$ cat config.mk
export PLATFORM = sky130hd
export DESIGN_NAME = nor_cmd_decoder
export DESIGN_NICKNAME = d
export VERILOG_FILES = /design/src/rtl/nor_cmd_pkg.sv /design/src/rtl/nor_seq_fsm.sv /design/src/rtl/nor_word_array.sv /design/src/rtl/nor_read_port.sv /design/src/rtl/nor_cmd_decoder.sv
export SDC_FILE = /design/constraint.sdc
export NUM_CORES = 2
export LEC_CHECK = 0
export BUFFER_PORTS_ARGS = -buffer_cell sky130_fd_sc_hd__buf_2
export CAP_MARGIN = 20
export CORE_MARGIN = 3
export CORE_UTILIZATION = 30
export DETAILED_ROUTE_END_ITERATION = 10
export GPL_ROUTABILITY_DRIVEN = 0
export PLACE_DENSITY = 0.42
export SLEW_MARGIN = 15
export SYNTH_ARGS = -nofsm -noshare
export SYNTH_HDL_FRONTEND = slang
export SYNTH_HIERARCHICAL = 1
export SYNTH_SLANG_ARGS = --single-unit
$ cat constraint.sdc
create_clock -name clk -period 8.45 [get_ports clk]
set_clock_uncertainty 0.05 [all_clocks]
set_input_delay 1.69 -clock clk [delete_from_list [all_inputs] [get_ports clk]]
set_output_delay 1.69 -clock clk [all_outputs]
set_load 0.03 [all_outputs]
$ cat src/rtl/nor_cmd_pkg.sv
package nor_cmd_pkg;

    typedef enum logic [3:0] {
        S_READ,
        S_UNL1,
        S_UNL2,
        S_PROG,
        S_ERS1,
        S_ERS2,
        S_ERS3,
        S_AUTO,
        S_CFI,
        S_BYP,
        S_BYP_PROG
    } cmd_state_t;

    typedef enum logic [1:0] {
        RM_ARRAY,
        RM_ID,
        RM_CFI
    } rd_mode_t;

    localparam logic [7:0] C_KEY_A     = 8'hAA;
    localparam logic [7:0] C_KEY_B     = 8'h55;
    localparam logic [7:0] C_PROGRAM   = 8'hA0;
    localparam logic [7:0] C_IDENT     = 8'h90;
    localparam logic [7:0] C_QUERY     = 8'h98;
    localparam logic [7:0] C_RETURN    = 8'hF0;
    localparam logic [7:0] C_ERASE_SET = 8'h80;
    localparam logic [7:0] C_CHIP_ERS  = 8'h10;
    localparam logic [7:0] C_SECT_ERS  = 8'h30;
    localparam logic [7:0] C_BYP_ON    = 8'h20;
    localparam logic [7:0] C_BYP_OFF   = 8'h00;
    localparam logic [7:0] C_SUSPEND   = 8'hB0;

    localparam logic [10:0] A_KEY0  = 11'h555;
    localparam logic [10:0] A_KEY1  = 11'h2AA;
    localparam logic [10:0] A_QUERY = 11'h055;

    localparam logic [15:0] ID_MFR = 16'h00BF;
    localparam logic [15:0] ID_DEV = 16'h236D;

endpackage

$ cat src/rtl/nor_seq_fsm.sv
module nor_seq_fsm
    import nor_cmd_pkg::*;
#(
    parameter int SECW = 2
) (
    input  logic            clk,
    input  logic            rst_n,
    input  logic            wr_en,
    input  logic [10:0]     key_addr,
    input  logic [7:0]      cmd,
    input  logic [SECW-1:0] sector_in,
    input  logic            erase_busy,
    output rd_mode_t        rd_mode,
    output logic            prog_en,
    output logic            ers_fire,
    output logic            ers_chip,
    output logic            erase_start,
    output logic            erase_chip,
    output logic [SECW-1:0] erase_sector,
    output logic            erase_suspend,
    output logic            erase_resume
);

    cmd_state_t state, nxt;
    logic       cfi_ret, nxt_ret;
    logic       susp_fire, res_fire;
    logic       at_key0, at_key1, at_query;

    assign at_key0  = (key_addr == A_KEY0);
    assign at_key1  = (key_addr == A_KEY1);
    assign at_query = (key_addr == A_QUERY);

    always_comb begin
        nxt       = state;
        nxt_ret   = cfi_ret;
        prog_en   = 1'b0;
        ers_fire  = 1'b0;
        ers_chip  = 1'b0;
        susp_fire = 1'b0;
        res_fire  = 1'b0;
        if (wr_en) begin
            if (erase_busy) begin
                if (cmd == C_SUSPEND)
                    susp_fire = 1'b1;
                else if (cmd == C_SECT_ERS)
                    res_fire = 1'b1;
            end else begin
                unique case (state)
                    S_READ: begin
                        if (at_key0 && cmd == C_KEY_A)
                            nxt = S_UNL1;
                        else if (at_query && cmd == C_QUERY) begin
                            nxt     = S_CFI;
                            nxt_ret = 1'b0;
                        end else
                            nxt = S_READ;
                    end
                    S_UNL1: nxt = (at_key1 && cmd == C_KEY_B) ? S_UNL2 : S_READ;
                    S_UNL2: begin
                        nxt = S_READ;
                        if (at_key0) begin
                            unique case (cmd)
                                C_PROGRAM:   nxt = S_PROG;
                                C_IDENT:     nxt = S_AUTO;
                                C_BYP_ON:    nxt = S_BYP;
                                C_ERASE_SET: nxt = S_ERS1;
                                default:     nxt = S_READ;
                            endcase
                        end
                    end
                    S_PROG: begin
                        prog_en = 1'b1;
                        nxt     = S_READ;
                    end
                    S_ERS1: nxt = (at_key0 && cmd == C_KEY_A) ? S_ERS2 : S_READ;
                    S_ERS2: nxt = (at_key1 && cmd == C_KEY_B) ? S_ERS3 : S_READ;
                    S_ERS3: begin
                        nxt = S_READ;
                        if (at_key0 && cmd == C_CHIP_ERS) begin
                            ers_fire = 1'b1;
                            ers_chip = 1'b1;
                        end else if (cmd == C_SECT_ERS) begin
                            ers_fire = 1'b1;
                        end
                    end
                    S_AUTO: begin
                        if (cmd == C_RETURN)
                            nxt = S_READ;
                        else if (at_query && cmd == C_QUERY) begin
                            nxt     = S_CFI;
                            nxt_ret = 1'b1;
                        end
                    end
                    S_CFI: begin
                        if (cmd == C_RETURN)
                            nxt = cfi_ret ? S_AUTO : S_READ;
                    end
                    S_BYP: begin
                        if (cmd == C_PROGRAM)
                            nxt = S_BYP_PROG;
                        else if (cmd == C_BYP_OFF)
                            nxt = S_READ;
                    end
                    S_BYP_PROG: begin
                        prog_en = 1'b1;
                        nxt     = S_BYP;
                    end
                    default: nxt = S_READ;
                endcase
            end
        end
    end

    always_comb begin
        unique case (state)
            S_AUTO:  rd_mode = RM_ID;
            S_CFI:   rd_mode = RM_CFI;
            default: rd_mode = RM_ARRAY;
        endcase
    end

    // state register
    always_ff @(posedge clk or negedge rst_n) begin
        if (!rst_n) begin
            state   <= S_READ;
            cfi_ret <= 1'b0;
        end else begin
            state   <= nxt;
            cfi_ret <= nxt_ret;
        end
    end

    // registered outputs to the erase engine
    always_ff @(posedge clk or negedge rst_n) begin
        if (!rst_n) begin
            erase_start   <= 1'b0;
            erase_chip    <= 1'b0;
            erase_sector  <= '0;
            erase_suspend <= 1'b0;
            erase_resume  <= 1'b0;
        end else begin
            erase_start   <= ers_fire;
            erase_suspend <= susp_fire;
            erase_resume  <= res_fire;
            if (ers_fire) begin
                erase_chip   <= ers_chip;
                erase_sector <= ers_chip ? '0 : sector_in;
            end
        end
    end


    ers_start_chk: assert property (@(posedge clk) disable iff (!rst_n)
        erase_start |-> ($past(wr_en) && !$past(erase_busy)));


    busy_hold_chk: assert property (@(posedge clk) disable iff (!rst_n)
        erase_busy |=> (state == $past(state)));


    susp_cause_chk: assert property (@(posedge clk) disable iff (!rst_n)
        (erase_suspend || erase_resume) |-> ($past(erase_busy) && $past(wr_en)));


    cfi_entry_chk: assert property (@(posedge clk) disable iff (!rst_n)
        (state == S_CFI && $past(state) != S_CFI) |-> ($past(cmd) == C_QUERY && $past(wr_en)));


    pulse_excl_chk: assert property (@(posedge clk) disable iff (!rst_n)
        $onehot0({erase_start, erase_suspend, erase_resume}));

endmodule

$ cat src/rtl/nor_word_array.sv
module nor_word_array #(
    parameter int DEPTH   = 64,
    parameter int SECTORS = 4,
    localparam int IDXW   = $clog2(DEPTH),
    localparam int SECW   = $clog2(SECTORS)
) (
    input  logic            clk,
    input  logic            rst_n,
    input  logic            prog_en,
    input  logic [IDXW-1:0] prog_idx,
    input  logic [15:0]     prog_data,
    input  logic            ers_fire,
    input  logic            ers_chip,
    input  logic [SECW-1:0] ers_sector,
    input  logic            erase_done,
    input  logic [IDXW-1:0] rd_idx,
    output logic [15:0]     rd_word
);

    localparam int SEC_WORDS = DEPTH / SECTORS;

    logic [15:0]     mem [DEPTH];
    logic            pend_chip;
    logic [SECW-1:0] pend_sec;

    assign rd_word = mem[rd_idx];

    always_ff @(posedge clk or negedge rst_n) begin
        if (!rst_n) begin
            pend_chip <= 1'b0;
            pend_sec  <= '0;
        end else if (ers_fire) begin
            pend_chip <= ers_chip;
            pend_sec  <= ers_sector;
        end
    end

    always_ff @(posedge clk or negedge rst_n) begin
        if (!rst_n) begin
            for (int i = 0; i < DEPTH; i++)
                mem[i] <= 16'hFFFF;
        end else if (erase_done) begin
            for (int i = 0; i < DEPTH; i++)
                if (pend_chip || (SECW'(i / SEC_WORDS) == pend_sec))
                    mem[i] <= 16'hFFFF;
        end else if (prog_en) begin
            mem[prog_idx] <= mem[prog_idx] & prog_data;
        end
    end


    prog_clear_chk: assert property (@(posedge clk) disable iff (!rst_n)
        (prog_en && !erase_done) |=> ((mem[$past(prog_idx)] & ~$past(mem[prog_idx])) == 16'h0));

endmodule

$ cat src/rtl/nor_read_port.sv
module nor_read_port
    import nor_cmd_pkg::*;
#(
    parameter int SIZE_LOG2 = 7
) (
    input  logic        clk,
    input  logic        rst_n,
    input  logic        rd_en,
    input  logic [7:0]  rd_off,
    input  rd_mode_t    rd_mode,
    input  logic        erase_busy,
    input  logic [15:0] erase_status,
    input  logic [15:0] arr_word,
    output logic [15:0] rd_data
);

    logic [15:0] id_word, cfi_word, sel_word;

    always_comb begin
        unique case (rd_off)
            8'h00:   id_word = ID_MFR;
            8'h01:   id_word = ID_DEV;
            default: id_word = 16'h0;
        endcase
    end

    always_comb begin
        unique case (rd_off)
            8'h10:   cfi_word = 16'h0051;
            8'h11:   cfi_word = 16'h0052;
            8'h12:   cfi_word = 16'h0059;
            8'h27:   cfi_word = 16'(SIZE_LOG2);
            8'h2C:   cfi_word = 16'h0001;
            default: cfi_word = 16'h0;
        endcase
    end

    always_comb begin
        if (erase_busy)
            sel_word = erase_status;
        else begin
            unique case (rd_mode)
                RM_ID:   sel_word = id_word;
                RM_CFI:  sel_word = cfi_word;
                default: sel_word = arr_word;
            endcase
        end
    end

    always_ff @(posedge clk or negedge rst_n) begin
        if (!rst_n)
            rd_data <= 16'h0;
        else if (rd_en)
            rd_data <= sel_word;
    end


    rd_hold_chk: assert property (@(posedge clk) disable iff (!rst_n)
        !rd_en |=> $stable(rd_data));

endmodule

$ cat src/rtl/nor_cmd_decoder.sv
module nor_cmd_decoder
    import nor_cmd_pkg::*;
#(
    parameter int AW      = 16,
    parameter int DEPTH   = 64,
    parameter int SECTORS = 4,
    localparam int IDXW   = $clog2(DEPTH),
    localparam int SECW   = $clog2(SECTORS)
) (
    input  logic            clk,
    input  logic            rst_n,
    input  logic            wr_en,
    input  logic [AW-1:0]   wr_addr,
    input  logic [15:0]     wr_data,
    input  logic            rd_en,
    input  logic [AW-1:0]   rd_addr,
    output logic [15:0]     rd_data,
    input  logic            erase_busy,
    input  logic [15:0]     erase_status,
    input  logic            erase_done,
    output logic            erase_start,
    output logic            erase_chip,
    output logic [SECW-1:0] erase_sector,
    output logic            erase_suspend,
    output logic            erase_resume
);

    localparam int SIZE_LOG2 = $clog2(DEPTH * 2);

    rd_mode_t    rd_mode;
    logic        prog_en, ers_fire, ers_chip;
    logic [15:0] arr_word;

    nor_seq_fsm #(.SECW(SECW)) u_fsm (
        .clk          (clk),
        .rst_n        (rst_n),
        .wr_en        (wr_en),
        .key_addr     (wr_addr[10:0]),
        .cmd          (wr_data[7:0]),
        .sector_in    (wr_addr[IDXW-1 -: SECW]),
        .erase_busy   (erase_busy),
        .rd_mode      (rd_mode),
        .prog_en      (prog_en),
        .ers_fire     (ers_fire),
        .ers_chip     (ers_chip),
        .erase_start  (erase_start),
        .erase_chip   (erase_chip),
        .erase_sector (erase_sector),
        .erase_suspend(erase_suspend),
        .erase_resume (erase_resume)
    );

    nor_word_array #(.DEPTH(DEPTH), .SECTORS(SECTORS)) u_array (
        .clk        (clk),
        .rst_n      (rst_n),
        .prog_en    (prog_en),
        .prog_idx   (wr_addr[IDXW-1:0]),
        .prog_data  (wr_data),
        .ers_fire   (ers_fire),
        .ers_chip   (ers_chip),
        .ers_sector (wr_addr[IDXW-1 -: SECW]),
        .erase_done (erase_done),
        .rd_idx     (rd_addr[IDXW-1:0]),
        .rd_word    (arr_word)
    );

    nor_read_port #(.SIZE_LOG2(SIZE_LOG2)) u_rd (
        .clk          (clk),
        .rst_n        (rst_n),
        .rd_en        (rd_en),
        .rd_off       (rd_addr[7:0]),
        .rd_mode      (rd_mode),
        .erase_busy   (erase_busy),
        .erase_status (erase_status),
        .arr_word     (arr_word),
        .rd_data      (rd_data)
    );

endmodule

==> flow_summary.json <==
{
  "outcome": "completed",
  "syn_area_mm2": 0.05795,
  "hold_violations": 0,
  "setup.worst_path.class": "in2reg",
  "p_sw_uw": 3420,
  "tns_ns": 0,
  "worst_pin_slew_ns": 1.211,
  "synth_most_common_cell": "o21ai_0",
  "grt_use_total_pct": 26.63,
  "fin_crit_sh_pct": 69.07,
  "path_cells": "clkbuf_8 -> clkinv_2 -> buf_4 -> a221oi_1 -> o22ai_1 -> a211oi_1 -> nand2_1 -> o21ai_4 -> buf_4 -> o21ai_0",
  "synthesis.nets": 5462,
  "grt_pass1_wl_um": 380600,
  "drv_cap": 0,
  "ant_nets": 0,
  "grt_max_degree": 201,
  "synth_area_leader_cell": "dfstp_2",
  "synth_top_cells_by_area": "dfstp_2 (46%), mux4_2 (14%), o21ai_0 (12%)",
  "ys_ff_latch": 1054,
  "seq_power_share_pct": 42.7,
  "yosys.area.top_type_share_pct": 46.43,
  "post-route-min-period_ns": 5.836,
  "firstDrtPassIters": 6,
  "layout.nets": 5209,
  "clk_latency_ns": 0.80,
  "first_global_vias": 46980,
  "timing.fmax_mhz": 171.3,
  "cp_top_family": "buffers and inverters",
  "max-clock-path-buffers": 3,
  "maxSlewViolCount": 0,
  "p_sw_share_pct": 27.78,
  "grt_overflow": 0,
  "drt_wl_total_um": 270000,
  "cts_tree": "done",
  "cts.clk_slew.worst_paths_ns": 0.06,
  "synth_common_cells": "o21ai_0 (1337), dfstp_2 (1024), clkbuf_1 (423)",
  "synth_ff_type": "dfstp_2",
  "cts_resized": 0,
  "numCtsBuffers": 130,
  "die_h_um": 445.5,
  "crit_path_start_kind": "primary input",
  "clkSinkCount": 1054,
  "worstPathArrival_ns": 6.47,
  "drc": 0,
  "rsz0062_at_grt": "false",
  "ys_seq_area_share_pct": 47.73,
  "pwr-share-comb_pct": 10.8,
  "path_max_fanout": 46,
  "slowest_stage": "clkinv_2",
  "clock-root-buffer": "clkbuf_16",
  "via_per_inst": 6.318,
  "critPathCaptureType": "flip-flop",
  "drt_iter0_drc": 5493,
  "dp_hpwl_um": 165200,
  "cp.buffers_inverters": 4,
  "clockPowerShare_pct": 46.5,
  "async_flop_share_pct": 100.0,
  "slew_headroom_pct": 19.04,
  "dpl_cell_area_mm2": 0.06061,
  "worst_path_most_repeated_cell": "buf_4",
  "dieArea_mm2": 0.1985,
  "io_buffers": 78,
  "ys_types": 88,
  "ys_warn_count": 6,
  "drive_gt1_share_pct": 38.74,
  "wire_per_inst_um": 34.84,
  "syn_to_final_growth_pct": 12.02,
  "antenna_found_initial": 15,
  "setup_viol": 0,
  "placementRows": 160,
  "io-pin-count": 92,
  "avgSynthCellArea_um2": 10.75,
  "die_w_um": 445.5,
  "coreArea_mm2": 0.1910,
  "vias": 48970,
  "initial_core_util_pct": 30.34,
  "fin_area_mm2": 0.06491,
  "max_stage_delay_ns": 0.91,
  "htreeDepth": 4,
  "cts_hold_buf": 0,
  "vdd_drop_max_uv": 122.1,
  "holdCritPathClass": "reg2reg",
  "leakagePower_uw": 0.02189,
  "power_density_mw_per_mm2": 189.6,
  "synth_edf_count": 0,
  "p_int_uw": 8889,
  "post_cts_buffers": 0,
  "netlist_instances": 5390,
  "required_ns": 9.08
}
-- sequential cells by signal (all words and copies together), names as in the netlist --
signal	cells
u_array/mem	1024
u_rd/rd_data	16
u_fsm/state	4
u_array/pend_sec	2
u_fsm/erase_sector	2
u_array/pend_chip	1
u_fsm/cfi_ret	1
u_fsm/erase_chip	1
u_fsm/erase_resume	1
u_fsm/erase_start	1
u_fsm/erase_suspend	1
-- stage by stage --
stage | hold slack [ns] | power, uW | std cells | util (%) | setup WS [ns]
CTS | 0.4350 | 12420 | 7748 | 33.99 | 2.861
detailed placement | 0.4208 | 6635 | 7516 | 31.73 | 2.003
global route | 0.4657 | 12690 | 7749 | 33.99 | 2.551
global placement | 0.4115 | 6633 | 7514 | 31.72 | 1.990
finish | 0.4381 | 12310 | 7750 | 33.99 | 2.614
floorplan | 0.4349 | 6006 | 5390 | - | 3.840
-- cells by family (layout without fill, tap and decap cells) --
kind of cell	count (synthesis)	count (layout)	share of synthesized area, %
mux	482	482	16.25
simple gates	686	686	5.843
compound gates	2511	2511	25.11
flops	1054	1054	47.73
buf+inv	653	500	5.001
xor+xnor	2	2	0.03023
other cells	0	2	0
fa+ha+maj	2	2	0.04318
-- metal layers --
metal / vias up / global-route usage [%] / part of all wire [%]
met5: - / 0 / 0.017
met4: 8 / 9.081 / 3.6
met3: 465 / 6.629 / 9.3
met2: 2511 / 40.16 / 44
met1: 25720 / 37.18 / 43
li1: 20260 / - / -
-- layout make-up --
cell class / count / area [um^2]
Antenna cell: 2 / 5.005
Clock buffer: 195 / 3923
Clock inverter: 37 / 379.1
Fill cell: 19290 / 126100
Inverter: 12 / 47.55
Multi-Input combinational cell: 3683 / 27710
Sequential cell: 1054 / 27660
Tap cell: 2511 / 3142
Timing Repair Buffer: 256 / 2053
-- final timing paths --
| kind | start | end | slack (ns) | depth (start not counted) |
|---|---|---|---|---|
| worst max-delay path | wr_addr[2] | u_array/mem[748] | 2.61 | 10 |
| worst min-delay path | u_rd/rd_data[5] | u_rd/rd_data[5] | 0.44 | 1 |
| worst max register to register | u_fsm/state[3] | u_array/mem[367] | 4.36 | 9 |
| worst min register to register | u_rd/rd_data[5] | u_rd/rd_data[5] | 0.44 | 1 |
| max in group asynchronous | rst_n | u_array/mem[807] | 5.65 | 3 |
| min in group asynchronous | rst_n | u_array/mem[550] | 1.17 | 1 |
-- worst reg2reg max path, delay by kind of cell (launching register included) --
kind	cells	cell delay, ns
buffers and inverters	1	0.30
xor gates and xnor gates	1	0.17
AOI/OAI and AO/OA	2	0.45
DFF	1	0.56
and+or+nand+nor	5	2.47
-- cells in the final DEF (no fill, tap or decap), drive strengths merged, types with 9 or more instances in the layout --
master  count
a221o      14
buf       255
clkinv     25
nand2b     18
o221ai     22
dfrtp      30
mux2i      66
a221oi    164
or2         9
nor2      154
inv        17
nor4       13
o22ai      72
nand2     110
a31oi      13
mux2       55
a22o       18
a22oi     185
dfstp    1024
clkbuf    196
a21oi     408
nor3      262
mux4      361
nor2b      28
nand3      27
nand3b      9
a211oi     29
o21ai    1525
-- power groups by stage --
stage | registers (uW) | logic [uW] | clock network (uW)
after CTS | 5250 | 1320 | 5860
after floorplan | 5320 | 687 | 0
after global routing | 5260 | 1390 | 6040
after detailed placement | 5320 | 1310 | 0
final | 5250 | 1330 | 5720
after global placement | 5320 | 1310 | 0
(Power assumes the default switching activity.)
